==> src/rtl/servo_pkg.sv <==
package servo_pkg;

  localparam int CMD_W     = 10;
  localparam int CMD_STEPS = (1 << CMD_W) - 1;
  localparam int FRAC_W    = 16;

  // Fixed-point gain, rounded up so that the top command lands exactly on MAX.
  function automatic longint unsigned gain_for(input longint unsigned span);
    longint unsigned num;
    num = span * (64'd1 << FRAC_W);
    return (num + longint'(CMD_STEPS) - 1) / longint'(CMD_STEPS);
  endfunction

  // Bias the two's-complement command into 0 .. CMD_STEPS.
  function automatic longint unsigned cmd_offset(input logic [CMD_W-1:0] cmd);
    return 64'({~cmd[CMD_W-1], cmd[CMD_W-2:0]});
  endfunction

  // Pulse width in ticks, clamped at the upper limit.
  function automatic longint unsigned cmd_to_ticks(
    input logic [CMD_W-1:0] cmd,
    input longint unsigned  min_t,
    input longint unsigned  max_t,
    input longint unsigned  gain
  );
    longint unsigned w;
    w = min_t + ((cmd_offset(cmd) * gain) >> FRAC_W);
    if (w > max_t) w = max_t;
    return w;
  endfunction

endpackage

==> src/rtl/servo_tick_gen.sv <==
module servo_tick_gen #(
  parameter int CLKS_PER_TICK = 50
) (
  input  logic clk,
  input  logic rst_n,
  output logic tick_o
);

  localparam int CW = (CLKS_PER_TICK > 1) ? $clog2(CLKS_PER_TICK) : 1;
  localparam logic [CW-1:0] LAST = CW'(CLKS_PER_TICK - 1);

  logic [CW-1:0] div_q;

  always_ff @(posedge clk) begin
    if (!rst_n) begin
      div_q <= '0;
    end else if (div_q == LAST) begin
      div_q <= '0;
    end else begin
      div_q <= div_q + 1'b1;
    end
  end

  assign tick_o = (div_q == LAST);

endmodule

==> src/rtl/servo_frame_timer.sv <==
module servo_frame_timer #(
  parameter int FRAME_TICKS = 20000
) (
  input  logic clk,
  input  logic rst_n,
  input  logic tick_i,
  output logic frame_start_o
);

  localparam int FW = $clog2(FRAME_TICKS);
  localparam logic [FW-1:0] LAST = FW'(FRAME_TICKS - 1);

  logic [FW-1:0] phase_q;

  // Reset to the last phase so that the first tick opens a frame.
  always_ff @(posedge clk) begin
    if (!rst_n) begin
      phase_q <= LAST;
    end else if (tick_i) begin
      phase_q <= (phase_q == LAST) ? '0 : phase_q + 1'b1;
    end
  end

  assign frame_start_o = tick_i && (phase_q == LAST);

endmodule

==> src/rtl/servo_cmd_latch.sv <==
module servo_cmd_latch
  import servo_pkg::*;
#(
  parameter int MIN_TICKS = 800,
  parameter int MAX_TICKS = 2200,
  parameter int WW        = 12
) (
  input  logic             clk,
  input  logic             rst_n,
  input  logic             frame_start_i,
  input  logic             sel_i,
  input  logic             en_i,
  input  logic [CMD_W-1:0] radio_cmd_i,
  input  logic [CMD_W-1:0] sw_cmd_i,
  output logic [WW-1:0]    load_width_o,
  output logic             load_en_o,
  output logic [WW-1:0]    width_q_o,
  output logic             en_q_o,
  output logic             armed_o
);

  localparam longint unsigned GAIN = gain_for(64'(MAX_TICKS - MIN_TICKS));

  logic [CMD_W-1:0] cmd_sel;
  logic [CMD_W-1:0] cmd_use;

  // Source multiplexer; the centred command stands in until the first frame.
  assign cmd_sel      = sel_i ? sw_cmd_i : radio_cmd_i;
  assign cmd_use      = armed_o ? cmd_sel : '0;
  assign load_width_o = WW'(cmd_to_ticks(cmd_use, 64'(MIN_TICKS), 64'(MAX_TICKS), GAIN));
  assign load_en_o    = en_i;

  always_ff @(posedge clk) begin
    if (!rst_n) begin
      width_q_o <= '0;
      en_q_o    <= 1'b0;
      armed_o   <= 1'b0;
    end else if (frame_start_i) begin
      width_q_o <= load_width_o;
      en_q_o    <= load_en_o;
      armed_o   <= 1'b1;
    end
  end

endmodule

==> src/rtl/servo_pulse_shaper.sv <==
module servo_pulse_shaper #(
  parameter int WW = 12
) (
  input  logic          clk,
  input  logic          rst_n,
  input  logic          tick_i,
  input  logic          frame_start_i,
  input  logic [WW-1:0] load_width_i,
  input  logic          load_en_i,
  output logic          pulse_o
);

  logic [WW-1:0] hi_left_q;

  // The line is registered, so it changes only on clock edges and never glitches.
  always_ff @(posedge clk) begin
    if (!rst_n) begin
      hi_left_q <= '0;
      pulse_o   <= 1'b0;
    end else if (frame_start_i) begin
      hi_left_q <= load_en_i ? load_width_i : '0;
      pulse_o   <= load_en_i && (load_width_i != '0);
    end else if (tick_i && (hi_left_q != '0)) begin
      hi_left_q <= hi_left_q - 1'b1;
      if (hi_left_q == WW'(1)) pulse_o <= 1'b0;
    end
  end

endmodule

==> src/rtl/servo_pulse_gen.sv <==
module servo_pulse_gen
  import servo_pkg::*;
#(
  parameter int CLKS_PER_TICK = 50,
  parameter int FRAME_TICKS   = 20000,
  parameter int MIN_TICKS     = 800,
  parameter int MAX_TICKS     = 2200
) (
  input  logic             clk,
  input  logic             rst_n,
  input  logic             enable,
  input  logic             src_sel,
  input  logic [CMD_W-1:0] radio_cmd,
  input  logic [CMD_W-1:0] sw_cmd,
  output logic             servo_o
);

  localparam int WW = $clog2(MAX_TICKS + 1);

  // Named internal events, observed by the bound checker.
  logic          tick;
  logic          frame_start;
  logic [WW-1:0] load_width;
  logic          load_en;
  logic [WW-1:0] width_lat;
  logic          en_lat;
  logic          armed;

  servo_tick_gen #(
    .CLKS_PER_TICK(CLKS_PER_TICK)
  ) u_tick (
    .clk    (clk),
    .rst_n  (rst_n),
    .tick_o (tick)
  );

  servo_frame_timer #(
    .FRAME_TICKS(FRAME_TICKS)
  ) u_frame (
    .clk           (clk),
    .rst_n         (rst_n),
    .tick_i        (tick),
    .frame_start_o (frame_start)
  );

  servo_cmd_latch #(
    .MIN_TICKS(MIN_TICKS),
    .MAX_TICKS(MAX_TICKS),
    .WW       (WW)
  ) u_latch (
    .clk           (clk),
    .rst_n         (rst_n),
    .frame_start_i (frame_start),
    .sel_i         (src_sel),
    .en_i          (enable),
    .radio_cmd_i   (radio_cmd),
    .sw_cmd_i      (sw_cmd),
    .load_width_o  (load_width),
    .load_en_o     (load_en),
    .width_q_o     (width_lat),
    .en_q_o        (en_lat),
    .armed_o       (armed)
  );

  servo_pulse_shaper #(
    .WW(WW)
  ) u_shaper (
    .clk           (clk),
    .rst_n         (rst_n),
    .tick_i        (tick),
    .frame_start_i (frame_start),
    .load_width_i  (load_width),
    .load_en_i     (load_en),
    .pulse_o       (servo_o)
  );

endmodule

==> config.mk <==
export PLATFORM = sky130hd
export DESIGN_NAME = servo_pulse_gen
export DESIGN_NICKNAME = d
export VERILOG_FILES = /design/src/rtl/servo_pkg.sv /design/src/rtl/servo_tick_gen.sv /design/src/rtl/servo_frame_timer.sv /design/src/rtl/servo_cmd_latch.sv /design/src/rtl/servo_pulse_shaper.sv /design/src/rtl/servo_pulse_gen.sv
export SDC_FILE = /design/constraint.sdc
export NUM_CORES = 1
export LEC_CHECK = 0
export BUFFER_PORTS_ARGS = -buffer_cell sky130_fd_sc_hd__buf_2
export CAP_MARGIN = 20
export CORE_MARGIN = 10
export CORE_UTILIZATION = 56
export CTS_BUF_LIST = sky130_fd_sc_hd__clkbuf_8
export DETAILED_ROUTE_END_ITERATION = 16
export PLACE_DENSITY = 0.7
export REMOVE_ABC_BUFFERS = 1
export SETUP_SLACK_MARGIN = 0.1
export SLEW_MARGIN = 20
export SYNTH_ARGS = -nofsm -noshare
export SYNTH_HDL_FRONTEND = slang
export SYNTH_HIERARCHICAL = 1
export SYNTH_SLANG_ARGS = --single-unit
==> constraint.sdc <==
create_clock -name clk -period 21.4 [get_ports clk]
set_input_delay 4.28 -clock clk [delete_from_list [all_inputs] [get_ports clk]]
set_output_delay 4.28 -clock clk [all_outputs]
set_load 0.03 [all_outputs]
# --- Word level (Yosys, flattened, before mapping) ---
# Index checks and enable logic that the tools add are counted.
word_totals:
  ff_bits: 35
  latch_bits: 0
  ramBits: 0
  romBits: 0
  input_bits: 24
  out_inout_bits: 1
  elab_cells: 35
  n_memories: 0
op_classes:
  n_addsub: 4
  multipliers: 1
  n_div: 0
  n_lt_le_gt_ge: 1
  n_eq_ne: 3
  shift: 0
  muxes: 10
  bitwise_logic: 2
  reduce_logical: 9
ops:
  columns: ["cell", "count"]
  rows:
  - ["$gt A64 B12 Y1 const B", 1]
  - ["$mux W12", 4]
  - ["$mul A10 B14 Y24 const B", 1]
  - ["$reduce_bool A12 Y1", 2]
  - ["$mux W10", 2]
  - ["$add A15 B1 Y15 const B", 1]
  - ["$eq A15 B15 Y1 const B", 1]
  - ["$mux W15", 1]
  - ["$add A10 B11 Y12 const A", 1]
  - ["$eq A12 B1 Y1 const B", 1]
  - ["$sub A12 B1 Y12 const B", 1]
  - ["$add A6 B1 Y6 const B", 1]
  - ["$eq A6 B6 Y1 const B", 1]
  - ["$reduce_bool A2 Y1", 2]
  - ["$logic_and A1 B1 Y1", 3]
  - ["$mux W1", 3]
  - ["$not A1 Y1", 2]
  - ["$reduce_and A2 Y1", 1]
  - ["$reduce_or A2 Y1", 1]

# --- Logic depth before layout (Yosys ltp) ---
logic_depth:
  word_depth: 10
  depth_mapped: 30
  mapped_depth_nobuf: 29

# --- By module ---
# The synthesis kept the hierarchy.
by_module_without_submodules:
  columns: ["mod", "instances", "cells_per_inst", "area_per_inst_um2", "seq_area_each_um2"]
  rows:
  - ["servo_cmd_latch", 1, 413, 3751.1, 280.3]
  - ["servo_pulse_shaper", 1, 115, 935.9, 260.2]
  - ["servo_frame_timer", 1, 83, 803.3, 300.3]
  - ["servo_tick_gen", 1, 28, 279.0, 120.1]

# --- Least setup slack after synthesis ---
# OpenSTA, ideal clock, no wires.
synth_path:
  kind: "input -> register"
  startpoint: "input port src_sel"
  endpoint: "register u_shaper.pulse_o"
  setup_time_ps: 118
  t_arrival_ps: 11302
  required_time_ps: 21282
  path_slack_ps: 9980
  cell_stages: 29
  path_buffers: 1
  path_cell_list: "clkbuf_1 -> mux2_2 -> nand2_1 -> inv_1 -> fa_1 -> inv_1 -> fa_1 -> inv_1 -> fa_1 -> fa_1 -> inv_1 -> ha_1 -> ha_1 -> a21oi_1 -> o21ai_1 -> nor4_1 -> a21oi_2 -> xnor2_2 -> inv_2 -> ha_1 -> nor4_1 -> o21ai_0 -> a22oi_2 -> nor3_4 -> or2_1 -> nor4_1 -> nand3_1 -> a32oi_1 -> nor2b_1"
synth_between:
  elab_chain_cells: 10
synth_lines:
  columns: ["item", "line", "text"]
  rows:
  - ["start, declared", "servo_pulse_gen.sv:12", "input logic src_sel,"]
  - ["$mux W10 (*)", "servo_cmd_latch.sv:28", "assign cmd_sel = sel_i ? sw_cmd_i : radio_cmd_i;"]
  - ["$mux W10 (*)", "servo_cmd_latch.sv:29", "assign cmd_use = armed_o ? cmd_sel : '0;"]
  - ["$not A1 Y1", "servo_pkg.sv:16", "return 64'({~cmd[CMD_W-1], cmd[CMD_W-2:0]});"]
  - ["$mul A10 B14 Y24 (*)", "servo_pkg.sv:27", "w = min_t + ((cmd_offset(cmd) * gain) >> FRAC_W);"]
  - ["$add A10 B11 Y12 (*)", "servo_pkg.sv:27", null]
  - ["$gt A64 B12 Y1", "servo_pkg.sv:28", "if (w > max_t) w = max_t;"]
  - ["$mux W12 (*)", "servo_pkg.sv:28", null]
  - ["net load_width[3]", "servo_pulse_gen.sv:23", "logic [WW-1:0] load_width;"]
  - ["$reduce_bool A12 Y1 (*)", "servo_pulse_shaper.sv:22", "pulse_o <= load_en_i && (load_width_i != '0);"]
  - ["$logic_and A1 B1 Y1 (*)", "servo_pulse_shaper.sv:22", null]
  - ["$mux W1 (*)", "servo_pulse_shaper.sv:20", "end else if (frame_start_i) begin"]
  - ["end signal, assigned", "servo_pulse_shaper.sv:22", null]
  - ["end, declared", "servo_pulse_shaper.sv:10", "output logic pulse_o"]
# Mark *: on every way through the listed nets, which the timed path passes. The rest lies on a longest branch.
# A chain may end at the register's enable or synchronous reset.

# --- Worst setup path after layout ---
# Same ends and word-level chain as after synthesis.

==> impl_results.md <==
- Cts hold-fix bufs: 0
- Routed WL: 11700 um
- Pins Over Slew Limit: 0
- Setup TNS: 0 ns
- Critical path's top delay family: adder cells
- Worst path bufs/invs: 6
- Skew final: 0.00218 ns
- DP HPWL: 9900 um
- Clk slew on worst S/H paths: 0.07 ns
- Initial antenna violation count: 0
- Routed wl met2: 5230 um
- Die height: 117 um
- Routed Antenna Nets: 0
- Period utilization: 0.536
- Crit path from: src_sel
- Crit path max-delay cell type: fa_1
- Leak pwr: 0.00263 uW
- Crit-path max FO: 12
- RSZ-0062 raised after global routing: false
- Chip Width: 117 um
- Layout area overhead: 5.26%
- Layout cells sized above 1: 0.132
- # DRC: 0
- Fin nets: 746
- Die area: 13700 sq um
- Fin crit period: 11.46 ns
- DRT met1 WL: 5860 um
- Status: completed
- Sw Ratio: 0.231
- CORE AREA: 9200 sq um
- Syn Area/Cell: 8.94 sq um
- Total gr overflow: 0
- Fin util: 0.601
- Pwr dens: 22.4 nW/um^2
- Total power: approximately 120 uW
- Max rail drop VDD: 0.0365 mV
- TritonCTS Buffers: 5
- Internal: around 95 uW
- Reg2reg start: u_latch/armed_o$_SDFFE_PN0P_
- Metal3 WL: 528 um
- Gate Count Post-Synth: 588
- First-pass GRT wire length: 20000 um
- Clock Power Share: 0.403
- Net Sw Power: around 29 uW
- Starting density of the core: 0.571
- Placer Congestion: 0.957
- I/O pins: 25
- CP peak stage delay: about 0.60 ns
- Mapped Area: 5260 sq um
- Max Fclk: 87.2 MHz
- WL/cell: 16.4 um
- H-tree depth: 2
- GRT Resource Usage Total: 0.179
- Vias post-DR: 4184
- Final hold viol count: 0
- CP arrival: between 10 and 15 ns
- Sequential Power Share: 0.534
- Post-CTS Resized: 0
- Class of the worst hold path: reg2reg
- Required time of the critical path: 21.58 ns
- Maximum clock insertion buffer count: 2
- CTS tree: done
- Worst setup EP type: register
- DR top layer: met4
- CTS sink cnt: 35
- Final Setup Violations: 0
- Vias per cell: 5.84
- DRT Pass-1 Iters: 5
- CP Launch Type: input pin
- Largest net degree at the start of global routing: 28
- Worst-Margin Slew: roughly 0.71 ns
- Synth warn: 6
- Combinational power share: 0.063
- Setup bufs post-CTS: 0
- Ant. Diodes: 0
- CTS root buf: clkbuf_8
- Worst Path Class, Setup: in2reg
- PortBufs: 24
- Hold Startpoint: u_tick/div_q[0]$_SDFF_PP0_
- Number of global-route vias before repair: 4153
- Maxcap violations: 0
- Normalized max-slew margin: 0.521
- Hold slack final: 0.497 ns
- 1st-iter DRT viols: 324
- Rows: 35
- Clk Latency, worst-skew pair: 0.28 ns
-- worst reg2reg max path: cells and delay by family (launching register included) --
| family | cells | cell delay (ns) |
|---|---|---|
| flip-flops | 1 | 0.61 |
| adder cells (fa/ha/maj) | 7 | 3.06 |
| buffers and inverters | 5 | 0.36 |
| XOR/XNOR | 1 | 0.17 |
| AND/OR/NAND/NOR | 8 | 2.07 |
| AO/OA/AOI/OAI | 6 | 1.22 |
-- metrics by stage --
step	instance area [sq um]	worst slack (ns)	instances
after floorplan	5160	10.56	572
after global placement	5440	10.0	708
after detailed placement	5440	9.66	708
after CTS	5530	9.95	716
after global routing	5530	9.46	716
final	5530	9.94	716
-- metal layers --
metal / track usage / vias up
li1: - / 2072
met1: 0.254 / 2008
met2: 0.277 / 89
met3: 0.0326 / 15
met4: 0.0329 / 0
met5: 0 / -
-- worst paths after layout --
kind / slack (ns) / end / cells after the start
worst max-delay path: 9.94 / u_shaper/pulse_o$_SDFFE_PN0P_ / 29
worst min-delay path: 0.50 / u_tick/div_q[0]$_SDFF_PP0_ / 1
worst max register to register: 13.81 / u_shaper/pulse_o$_SDFFE_PN0P_ / 27
worst min register to register: 0.50 / u_tick/div_q[0]$_SDFF_PP0_ / 1
-- placed cells by master, fill, tap and decap left out, drive strengths merged, types with 13 or more instances in the layout --
| cell | count |
|---|---|
| a21oi | 23 |
| buf | 25 |
| dfxtp | 35 |
| fa | 45 |
| ha | 73 |
| inv | 85 |
| nand2 | 46 |
| nand3 | 23 |
| nand4 | 14 |
| nor2 | 32 |
| nor4 | 13 |
| o21ai | 28 |
| xnor2 | 27 |
-- flip-flops by register name (all words and copies together) (netlist names) --
signal	flops
u_tick/div_q	6
u_shaper/pulse_o	1
u_shaper/hi_left_q	12
u_latch/armed_o	1
u_frame/phase_q	15
-- power by group through the flow --
stage          registers [uW]  clock network (uW)  logic (uW)
6_report                 66.3                50.0        7.79
5_1_grt                  66.3                54.7        8.73
4_1_cts                  66.3                51.4        7.78
3_5_place_dp             67.8                   0        7.73
3_3_place_gp             67.7                   0        7.57
2_1_floorplan            67.6                   0        3.65
-- final cells by class --
type,count,area (sq um)
timing repair buffer,25,128
sequential,35,701
tap,111,139
clock inverter,2,12.5
multi-input combinational,452,4150
inverter,85,319
fill,846,3660
clock buffer,6,82.6
Note: power is estimated with default switching activity, not from simulation.
